## src/rtl/phl_pkg.sv

```systemverilog
package phl_pkg;
  // Phase of one dual-rail bit: {rail a, rail b}
  function automatic logic phl_bit_phase(input logic [1:0] r);
    return r[1] ^ r[0];
  endfunction

  // Build one rail pair from a value and a phase
  function automatic logic [1:0] phl_bit_enc(input logic v, input logic ph);
    return {v, v ^ ph};
  endfunction
endpackage

```

## src/rtl/phl_rst_sync.sv

```systemverilog
module phl_rst_sync #(
  parameter int STAGES = 2
) (
  input  logic clk,
  input  logic rst_n,
  output logic rst_n_sync
);
  logic [STAGES-1:0] sync_q;
  logic [STAGES-1:0] sync_d;

  always_comb begin
    sync_d = {sync_q[STAGES-2:0], 1'b1};
  end

  always_ff @(posedge clk or negedge rst_n) begin
    if (!rst_n) sync_q <= '0;
    else        sync_q <= sync_d;
  end

  assign rst_n_sync = sync_q[STAGES-1];
endmodule

```

## src/rtl/phl_cmpd.sv

```systemverilog
module phl_cmpd #(
  parameter int WIDTH = 4
) (
  input  logic [2*WIDTH-1:0] rails,
  input  logic               ref_phase,
  output logic               done
);
  import phl_pkg::*;

  logic [WIDTH-1:0] bit_ph;

  for (genvar k = 0; k < WIDTH; k++) begin : g_bit
    assign bit_ph[k] = phl_bit_phase(rails[2*k+1 -: 2]);
  end

  // complete only when every bit shows the phase opposite to ref_phase
  assign done = ref_phase ? ~|bit_ph : &bit_ph;
endmodule

```

## src/rtl/phl_stage.sv

```systemverilog
module phl_stage #(
  parameter int   WIDTH      = 4,
  parameter logic INIT_PHASE = 1'b0
) (
  input  logic               clk,
  input  logic               rst_n,
  input  logic [2*WIDTH-1:0] in_rails,
  input  logic               next_phase,
  output logic [2*WIDTH-1:0] out_rails,
  output logic               out_phase
);
  import phl_pkg::*;

  localparam int RW = 2 * WIDTH;

  logic [RW-1:0] rails_q, rails_d, rails_init;
  logic          phase_q, phase_d;
  logic          in_done, take;

  for (genvar k = 0; k < WIDTH; k++) begin : g_init
    assign rails_init[2*k+1 -: 2] = phl_bit_enc(1'b0, INIT_PHASE);
  end

  phl_cmpd #(.WIDTH(WIDTH)) u_cmpd (
    .rails     (in_rails),
    .ref_phase (phase_q),
    .done      (in_done)
  );

  // bubble rule: new word upstream, own word already taken downstream
  assign take = in_done && (next_phase == phase_q);

  always_comb begin
    rails_d = rails_q;
    phase_d = phase_q;
    if (take) begin
      rails_d = in_rails;
      phase_d = ~phase_q;
    end
  end

  always_ff @(posedge clk or negedge rst_n) begin
    if (!rst_n) begin
      rails_q <= rails_init;
      phase_q <= INIT_PHASE;
    end else if (take) begin
      rails_q <= rails_d;
      phase_q <= phase_d;
    end
  end

  assign out_rails = rails_q;
  assign out_phase = phase_q;
endmodule

```

## src/rtl/phl_chain.sv

```systemverilog
module phl_chain #(
  parameter int WIDTH     = 4,
  parameter int DEPTH     = 4,
  parameter bit FULL_INIT = 1'b1
) (
  input  logic               clk,
  input  logic               rst_n,
  input  logic [2*WIDTH-1:0] src_rails,
  output logic               src_ack_phase,
  output logic [2*WIDTH-1:0] snk_rails,
  output logic               snk_phase,
  input  logic               snk_ack_phase
);
  localparam int RW = 2 * WIDTH;

  logic          rst_n_int;
  logic [RW-1:0] st_rails [DEPTH];
  logic          st_phase [DEPTH];

  phl_rst_sync #(.STAGES(2)) u_rst (
    .clk        (clk),
    .rst_n      (rst_n),
    .rst_n_sync (rst_n_int)
  );

  for (genvar i = 0; i < DEPTH; i++) begin : g_st
    localparam logic IPH = FULL_INIT ? logic'(i % 2) : 1'b0;
    logic [RW-1:0] in_w;
    logic          nxt_w;

    if (i == 0) begin : g_first
      assign in_w = src_rails;
    end else begin : g_mid
      assign in_w = st_rails[i-1];
    end

    if (i == DEPTH - 1) begin : g_last
      assign nxt_w = snk_ack_phase;
    end else begin : g_inner
      assign nxt_w = st_phase[i+1];
    end

    phl_stage #(.WIDTH(WIDTH), .INIT_PHASE(IPH)) u_stage (
      .clk        (clk),
      .rst_n      (rst_n_int),
      .in_rails   (in_w),
      .next_phase (nxt_w),
      .out_rails  (st_rails[i]),
      .out_phase  (st_phase[i])
    );
  end

  assign src_ack_phase = st_phase[0];
  assign snk_rails     = st_rails[DEPTH-1];
  assign snk_phase     = st_phase[DEPTH-1];
endmodule

```

## config.mk

```make
export PLATFORM = sky130hd
export DESIGN_NAME = phl_chain
export DESIGN_NICKNAME = d
export VERILOG_FILES = /design/src/rtl/phl_pkg.sv /design/src/rtl/phl_rst_sync.sv /design/src/rtl/phl_cmpd.sv /design/src/rtl/phl_stage.sv /design/src/rtl/phl_chain.sv
export SDC_FILE = /design/constraint.sdc
export NUM_CORES = 1
export LEC_CHECK = 0
export CAP_MARGIN = 10
export CELL_PAD_IN_SITES_DETAIL_PLACEMENT = 1
export CELL_PAD_IN_SITES_GLOBAL_PLACEMENT = 2
export CORE_MARGIN = 2
export CORE_UTILIZATION = 40
export CTS_CLUSTER_DIAMETER = 80
export CTS_CLUSTER_SIZE = 12
export DETAILED_ROUTE_END_ITERATION = 8
export DONT_BUFFER_PORTS = 1
export GPL_ROUTABILITY_DRIVEN = 0
export GPL_TIMING_DRIVEN = 0
export PLACE_DENSITY_LB_ADDON = 0.05
export SYNTH_ARGS = -nofsm -noshare
export SYNTH_HDL_FRONTEND = slang
export SYNTH_HIERARCHICAL = 1
export SYNTH_SLANG_ARGS = --single-unit
```

## constraint.sdc

```tcl
create_clock -name clk -period 1.1 [get_ports clk]
set_input_delay 0.22 -clock clk [delete_from_list [all_inputs] [get_ports clk]]
set_output_delay 0.22 -clock clk [all_outputs]
set_load 0.005 [all_outputs]
```

==> results.md, run 1 <==
- Final period utilization: 151%
- # rows: 24
- Synth top area share: a little under two fifths
- Wire per inst: approximately 16 µm
- RSZ-0062 raised after global routing: yes
- P_leak: between 0.001 and 0.0015 µW
- Synth Net Count: approximately 130
- Layout Skew: around 0.0078 ns
- Antenna violations before repair: 0
- Worst-Margin Slew: ~0.76 ns
- H-tree Lvls: 2
- Final wirelength: approximately 3.2 mm
- Clock slew at reported path FFs: about 0.08 ns
- Final setup margin: -0.556 ns
- Starting DRT DRC Count: 19
- Post-Syn Instances: between 100 and 150
- Pwr/cell area: around 3200 nW/µm²
- Final Cell Area: ~2400 µm²
- Placed Area: 1960 µm²
- Post-Synth XOR/XNOR Area: ~11%
- Core area: 4380 µm²
- DR DRC count: 0
- Crit-path leading delay family: flip-flops
- Post-synthesis cell type count: 13
- Crit start category: register
- CTS max path bufs: 2
- Tmin final: approximately 1.7 ns
- Most frequent cell after synthesis: mux2_4
- Area of the multi-input gates: 1060 µm²
- Later-pin clock latency in the skew report: slightly below 0.3 ns
- Register area share after synthesis: 52.3%
- Compound-cell area share of the yosys netlist: 2.99%
- CP max stage cell: dfstp_2
- Worst EP required: about 1.3 ns
- First-pass GRT wire length: roughly 5.5 mm
- Tot Pwr: 7670 µW
- YS warnings: 6
- I/O pin total: 21
- Mux contribution to synthesized area: between 20% and 30%
- Run status: finished with violations
- Setup Crit Path Kind: reg -> reg
- Final net count: around 160
- Post-Synth Adder-Cell Area: 0%
- Layout cell share with drive strength beyond 1: 69.3%
- Final setup fails: 36
- Vias in the first global route: about 1.2k
- Root Buffer Master: clkbuf_8
- Largest family of logic cells by synthesized area: multiplexers
- Top post-synthesis cells by area: dfrtp_1 38%, mux2_4 26%, dfstp_2 14%
- Critical path arrival: approximately 1.8 ns
- Worst VDD drop: between 900 and 1000 µV
- Final HPWL DP: between 2 and 2.5 mm
- Largest net degree at the start of global routing: 37
- Failing checks: setup timing
- Syn Area/Cell: between 10 and 15 µm²
- Detailed-route via count: 1011
- Setup crit end kind: register
- DRT antenna net count: 0
- Normalized max-slew margin: 49.3%
- Die Y: 71.9 µm
- Die area: 5170 µm²
- DR pass1 iterations: 2
- Chip width: about 70 µm
- Buf/Inv on CP: 0
- Crit Path Max Fanout: 8
- Number of synthesized register bits: 38
- Slew Viols, Final: 0
- GRT overflow: 0
- FILL cells: 430
- Initial core utilization: about 42%
- Most used DFF post-synth: dfrtp_1
- Ys async rst share: between 90% and 100%
- Area leader, netlist: dfrtp_1
- Sink count of the clock tree: 38
- Number of vias per cell: approximately 4.9
- Antenna cells: 0
- Critical path's largest stage delay: 0.56 ns
- Seq. cell area: 966 µm²
- HP Class: in -> reg
- FMAX: approximately 600 MHz
- Pre-CTS WS: -0.653 ns
- GRT Total Usage: 14.6%
- Post-synth top cells: 32 x mux2_4, 28 x dfrtp_1, 16 x xor2_1
- Worst path cell trace: xor2_2 -> nand4_1 -> o2bb2ai_2 -> nand2_4 -> mux2_4
- Max_cap viols: 0
- Number of port buffers: 0
- Setup TNS: -15.51 ns
- P&R area growth vs syn: 30.5%
- Syn Std Cell Area: about 1800 µm²
- Final Hold Fails: 0
- Post-synth EDFFs: 0
- CTS tree: yes
- CTS buffer count: 5
- Post-Synth Simple-Gate Area: 6.52%
[registers in the layout (all words and copies together), names as in the netlist]
register / flops
g_st.u_stage/out_phase: 4
g_st.u_stage/out_rails: 32
u_rst/sync_q: 2
[kinds of logic after synthesis]
kind of cell           Yosys count
flip-flops                      38
multiplexers                    32
XOR/XNOR                        20
AND/OR/NAND/NOR                 20
AO/OA/AOI/OAI                    8
buffers and inverters            4
other                            1
[layout make-up]
| cell class | count | area share [%] |
|---|---|---|
| Multi-Input combinational cell | 81 | 44.0 |
| Sequential cell | 38 | 40.2 |
| Timing Repair Buffer | 22 | 7.70 |
| Clock buffer | 7 | 3.59 |
| Tap cell | 52 | 2.71 |
| Clock inverter | 1 | 1.25 |
| Inverter | 4 | 0.624 |
[where the power goes]
| group | internal [µW] | total (µW) | switching (µW) |
|---|---|---|---|
| Combinational | 2250 | 3650 | 1400 |
| Clock | 739 | 1200 | 463 |
| Sequential | 2090 | 2820 | 733 |
| Total | 5070 | 7670 | 2600 |
[cells in the final DEF (no fill, tap or decap)]
cell / netlist / layout
buf_6: 0 / 2
dfstp_2: 10 / 10
a21oi_2: 0 / 1
inv_1: 4 / 2
clkbuf_8: 0 / 6
o2bb2ai_4: 0 / 2
nor3_1: 4 / 1
a21oi_1: 4 / 3
nand2_4: 4 / 4
dfrtp_2: 0 / 2
xor2_2: 0 / 13
bufinv_16: 0 / 1
nor2_4: 0 / 1
conb_1: 1 / 1
buf_8: 0 / 1
nor2_1: 8 / 4
xor2_1: 16 / 3
xnor2_4: 0 / 1
buf_4: 0 / 17
o2bb2ai_2: 0 / 2
xnor2_2: 4 / 3
clkbuf_1: 0 / 1
nor2_2: 0 / 3
mux2_4: 32 / 32
inv_2: 0 / 2
dlygate4sd3_1: 0 / 2
nor3_2: 0 / 3
dfrtp_1: 28 / 26
nand4_1: 4 / 4
[path summary, 6_finish.rpt]
path / from / end / slack [ns] / cells after the start
max: g_st[1].u_stage/out_rails[6] / g_st[2].u_stage/out_rails[7] / -0.56 / 5
min: src_rails[7] / g_st[0].u_stage/out_rails[7] / 0.07 / 1
max reg2reg: g_st[1].u_stage/out_rails[6] / g_st[2].u_stage/out_rails[7] / -0.56 / 5
min reg2reg: u_rst/sync_q[1] / g_st[0].u_stage/out_rails[0] / 0.35 / 0
max in group asynchronous: u_rst/sync_q[1] / g_st[0].u_stage/out_phase / 0.22 / 0
min in group asynchronous: rst_n / u_rst/sync_q[0] / 0.16 / 1
[worst register-to-register path, cell delays in order (launching register included)]
cell       delay (ns)
dfstp_2          0.56
xor2_2           0.17
nand4_1          0.13
o2bb2ai_2        0.20
nand2_4          0.15
mux2_4           0.32
[stage by stage]
stage | hold slack [ns] | utilization [%] | std cells
finish | 0.0733 | 54.9 | 205
floorplan | -0.0756 | - | 123
global route | 0.0558 | 54.9 | 205
detailed placement | -0.0755 | 44.8 | 175
CTS | 0.0631 | 53.3 | 200
global placement | -0.0755 | 44.8 | 175
[metal layers]
metal  routed length, µm  global-route usage [%]  vias to the layer above
li1                    -                       -                      471
met1                1220                    15.7                      509
met2                1760                    26.0                       26
met3                 165                    5.06                        5
met4                  53                    5.66                        0
met5                   0                       0                        -
[what timing repair did]
action / CTS / global route
gates resized for setup: 20 / 8
hold buffers: 2 / 0
pin swaps: 16 / 3
endpoints found under the setup margin: 36 / 37
endpoints found under the hold margin: 3 / 0
setup buffers: 15 / 6
No activity file was read; power rests on OpenSTA's default activity.
==> run 2, diff against run 1 <==
--- a/config.mk
+++ b/config.mk
@@ -17,6 +17,7 @@
 export GPL_ROUTABILITY_DRIVEN = 0
 export GPL_TIMING_DRIVEN = 0
 export PLACE_DENSITY_LB_ADDON = 0.05
+export SLEW_MARGIN = 10
 export SYNTH_ARGS = -nofsm -noshare
 export SYNTH_HDL_FRONTEND = slang
 export SYNTH_HIERARCHICAL = 1
==> results of run 2 <==
The final DEF is identical to that of run 1; final timing and power are the same.
==> run 3, diff against run 2 <==
--- a/config.mk
+++ b/config.mk
@@ -8,7 +8,7 @@
 export CAP_MARGIN = 10
 export CELL_PAD_IN_SITES_DETAIL_PLACEMENT = 1
 export CELL_PAD_IN_SITES_GLOBAL_PLACEMENT = 2
-export CORE_MARGIN = 2
+export CORE_MARGIN = 4
 export CORE_UTILIZATION = 40
 export CTS_CLUSTER_DIAMETER = 80
 export CTS_CLUSTER_SIZE = 12
@@ -17,6 +17,7 @@
 export GPL_ROUTABILITY_DRIVEN = 0
 export GPL_TIMING_DRIVEN = 0
 export PLACE_DENSITY_LB_ADDON = 0.05
+export SKIP_CTS_REPAIR_TIMING = 1
 export SLEW_MARGIN = 10
 export SYNTH_ARGS = -nofsm -noshare
 export SYNTH_HDL_FRONTEND = slang
==> run 3 against run 2 <==
  * The flow still finishes with violations (setup timing)
  * Fmax decreased by 6.6%
  * Wire length grew 5.3%
  * Sequential power is 3% higher
  * Register-to-register slack lost 0.12 ns
  * Clock skew up 0.00058 ns
  * First-iteration DRC count rose by 58%
  * Critical path depth is 1 higher
  * Via count rose by 0.59%
  * Total power grew 0.24%
  * Design area up 1.4%
  * Clock-buffer cell count increased by 1
  * Largest cell class unchanged
==> results.md, run 3 (synthesis results as in run 1) <==
- First-pass GRT wire length: between 4 and 5 mm
- Antenna cells: 0
- Pwr/cell area: roughly 3200 nW/µm²
- Clock slew at reported path FFs: about 0.07 ns
- Slew Viols, Final: 0
- GRT Total Usage: 12.1%
- Detailed-route via count: 1017
- Worst hold endpoint: g_st[0].u_stage/out_rails[7]
- RSZ-0062 raised after global routing: yes
- Setup crit end kind: register
- Area of the multi-input gates: roughly 1100 µm²
- Critical path arrival: just under 2 ns
- Crit Path Max Fanout: 8
- Setup Crit Path Kind: reg -> reg
- Vias in the first global route: 1101
- DRT antenna net count: 0
- Final wirelength: 3.37 mm
- Run status: finished with violations
- Critical R2R Capture: g_st[2].u_stage/out_rails[7]
- Final Hold Fails: 0
- Max Used Layer: met4
- Final period utilization: 161%
- I/O pin total: 21
- Failing checks: setup timing
- FMAX: 564 MHz
- Sink count of the clock tree: 38
- HP Class: in -> reg
- Number of vias per cell: slightly below 5
- Number of port buffers: 0
- Met3 wire length: about 140 µm
- Met2 Wirelength: around 1.9 mm
- Final setup margin: -0.674 ns
- Final net count: ~160
- Wire per inst: roughly 16 µm
- Layout Skew: roughly 0.0084 ns
- GRT overflow: 0
- Setup slack, reg-to-reg: -0.67 ns
- Worst EP required: ~1.3 ns
- Die area: between 5000 and 6000 µm²
- # rows: 24
- Final HPWL DP: ~2.3 mm
- Initial core utilization: roughly two fifths
- Wl on met1: between 1 and 1.5 mm
- Core area: about 4400 µm²
- H-tree Lvls: 2
- Starting DRT DRC Count: 30
- Later-pin clock latency in the skew report: between 0.2 and 0.3 ns
- DR DRC count: 0
- Antenna violations before repair: 0
- Worst Hold Depth: 1
- Max_cap viols: 0
- Final setup fails: 37
- Final Cell Area: 2440 µm²
- Placed Area: ~2000 µm²
- Max FFs per register: 32
- Min-delay src: src_rails[7]
- Seq. cell area: around 970 µm²
- Setup TNS: -17.15 ns
- Largest net degree at the start of global routing: 37
- Die Y: around 76 µm
- Crit start category: register
- Layout cell share with drive strength beyond 1: a little under three quarters
- Worst Setup SP: g_st[1].u_stage/out_rails[4]
- Worst VDD drop: 1240 µV
- Tmin final: around 1.8 ns
- Most frequent cells in the layout: 32 x mux2_4, 26 x dfrtp_1, 13 x buf_4, 13 x xor2_2, 10 x dfstp_2
- Reg2reg path depth: 6
- CTS buffer count: 5
- FILL cells: approximately 420
- Root Buffer Master: clkbuf_8
- Chip width: 75.9 µm
- Commonest non-fill, non-tap cell in the layout: mux2_4
- P_leak: around 0.0012 µW
- Worst r2r src: g_st[1].u_stage/out_rails[4]
- DR pass1 iterations: 3
- CTS tree: yes
- CTS max path bufs: 2
- P&R area growth vs syn: 32.2%
[run 3: changes by cell type in the layout (fill, tap and decap cells not counted), sizes merged]
cell / before / now
bufinv: 1 / 0
clkbuf: 7 / 8
[run 3: area by class of cell]
type,count,share of cell area (%)
Clock buffer,8,3.29
Inverter,4,0.616
Multi-Input combinational cell,81,45.6
Sequential cell,38,39.7
Tap cell,52,2.67
Timing Repair Buffer,22,8.06
[run 3: per-layer routing]
layer,vias to the layer above,track usage [%]
li1,473,-
met1,516,12.7
met2,21,20.9
met3,7,3.96
met4,0,6.99
met5,-,0
[run 3: how the worst max path moves through the flow]
stage / end / slack [ns] / cells after the start
after detailed placement: g_st[2].u_stage/out_rails[7] / -0.64 / 5
after floorplan: g_st[2].u_stage/out_rails[0] / -0.47 / 5
after global placement: g_st[2].u_stage/out_rails[7] / -0.62 / 5
after global routing: g_st[2].u_stage/out_rails[0] / -0.73 / 6
after CTS: g_st[2].u_stage/out_rails[4] / -0.66 / 5
final: g_st[2].u_stage/out_rails[7] / -0.67 / 6
[run 3: stage by stage]
stage	hold WS (ns)	instances	setup WS (ns)	total power [µW]	util [%]
6_report	0.0762	205	-0.674	7690	55.2
5_1_grt	0.0626	205	-0.733	8180	55.2
4_1_cts	-0.391	183	-0.662	6290	46.3
3_5_place_dp	-0.0755	175	-0.640	5380	44.5
3_3_place_gp	-0.0755	175	-0.619	5220	44.5
2_1_floorplan	-0.0756	123	-0.474	4900	-
[run 3: report_power, final]
part           total [µW]  switching (µW)  internal [µW]
Combinational        3890            1500           2390
Clock                 896             446            450
Sequential           2910             820           2090
Total                7690            2760           4930
[run 3: critical path, stage by stage, from the launching register on]
cell       delay, ns
dfstp_2         0.57
xor2_2          0.09
buf_4           0.15
nor3_4          0.21
o2bb2ai_4       0.17
nand2_4         0.15
mux2_4          0.32
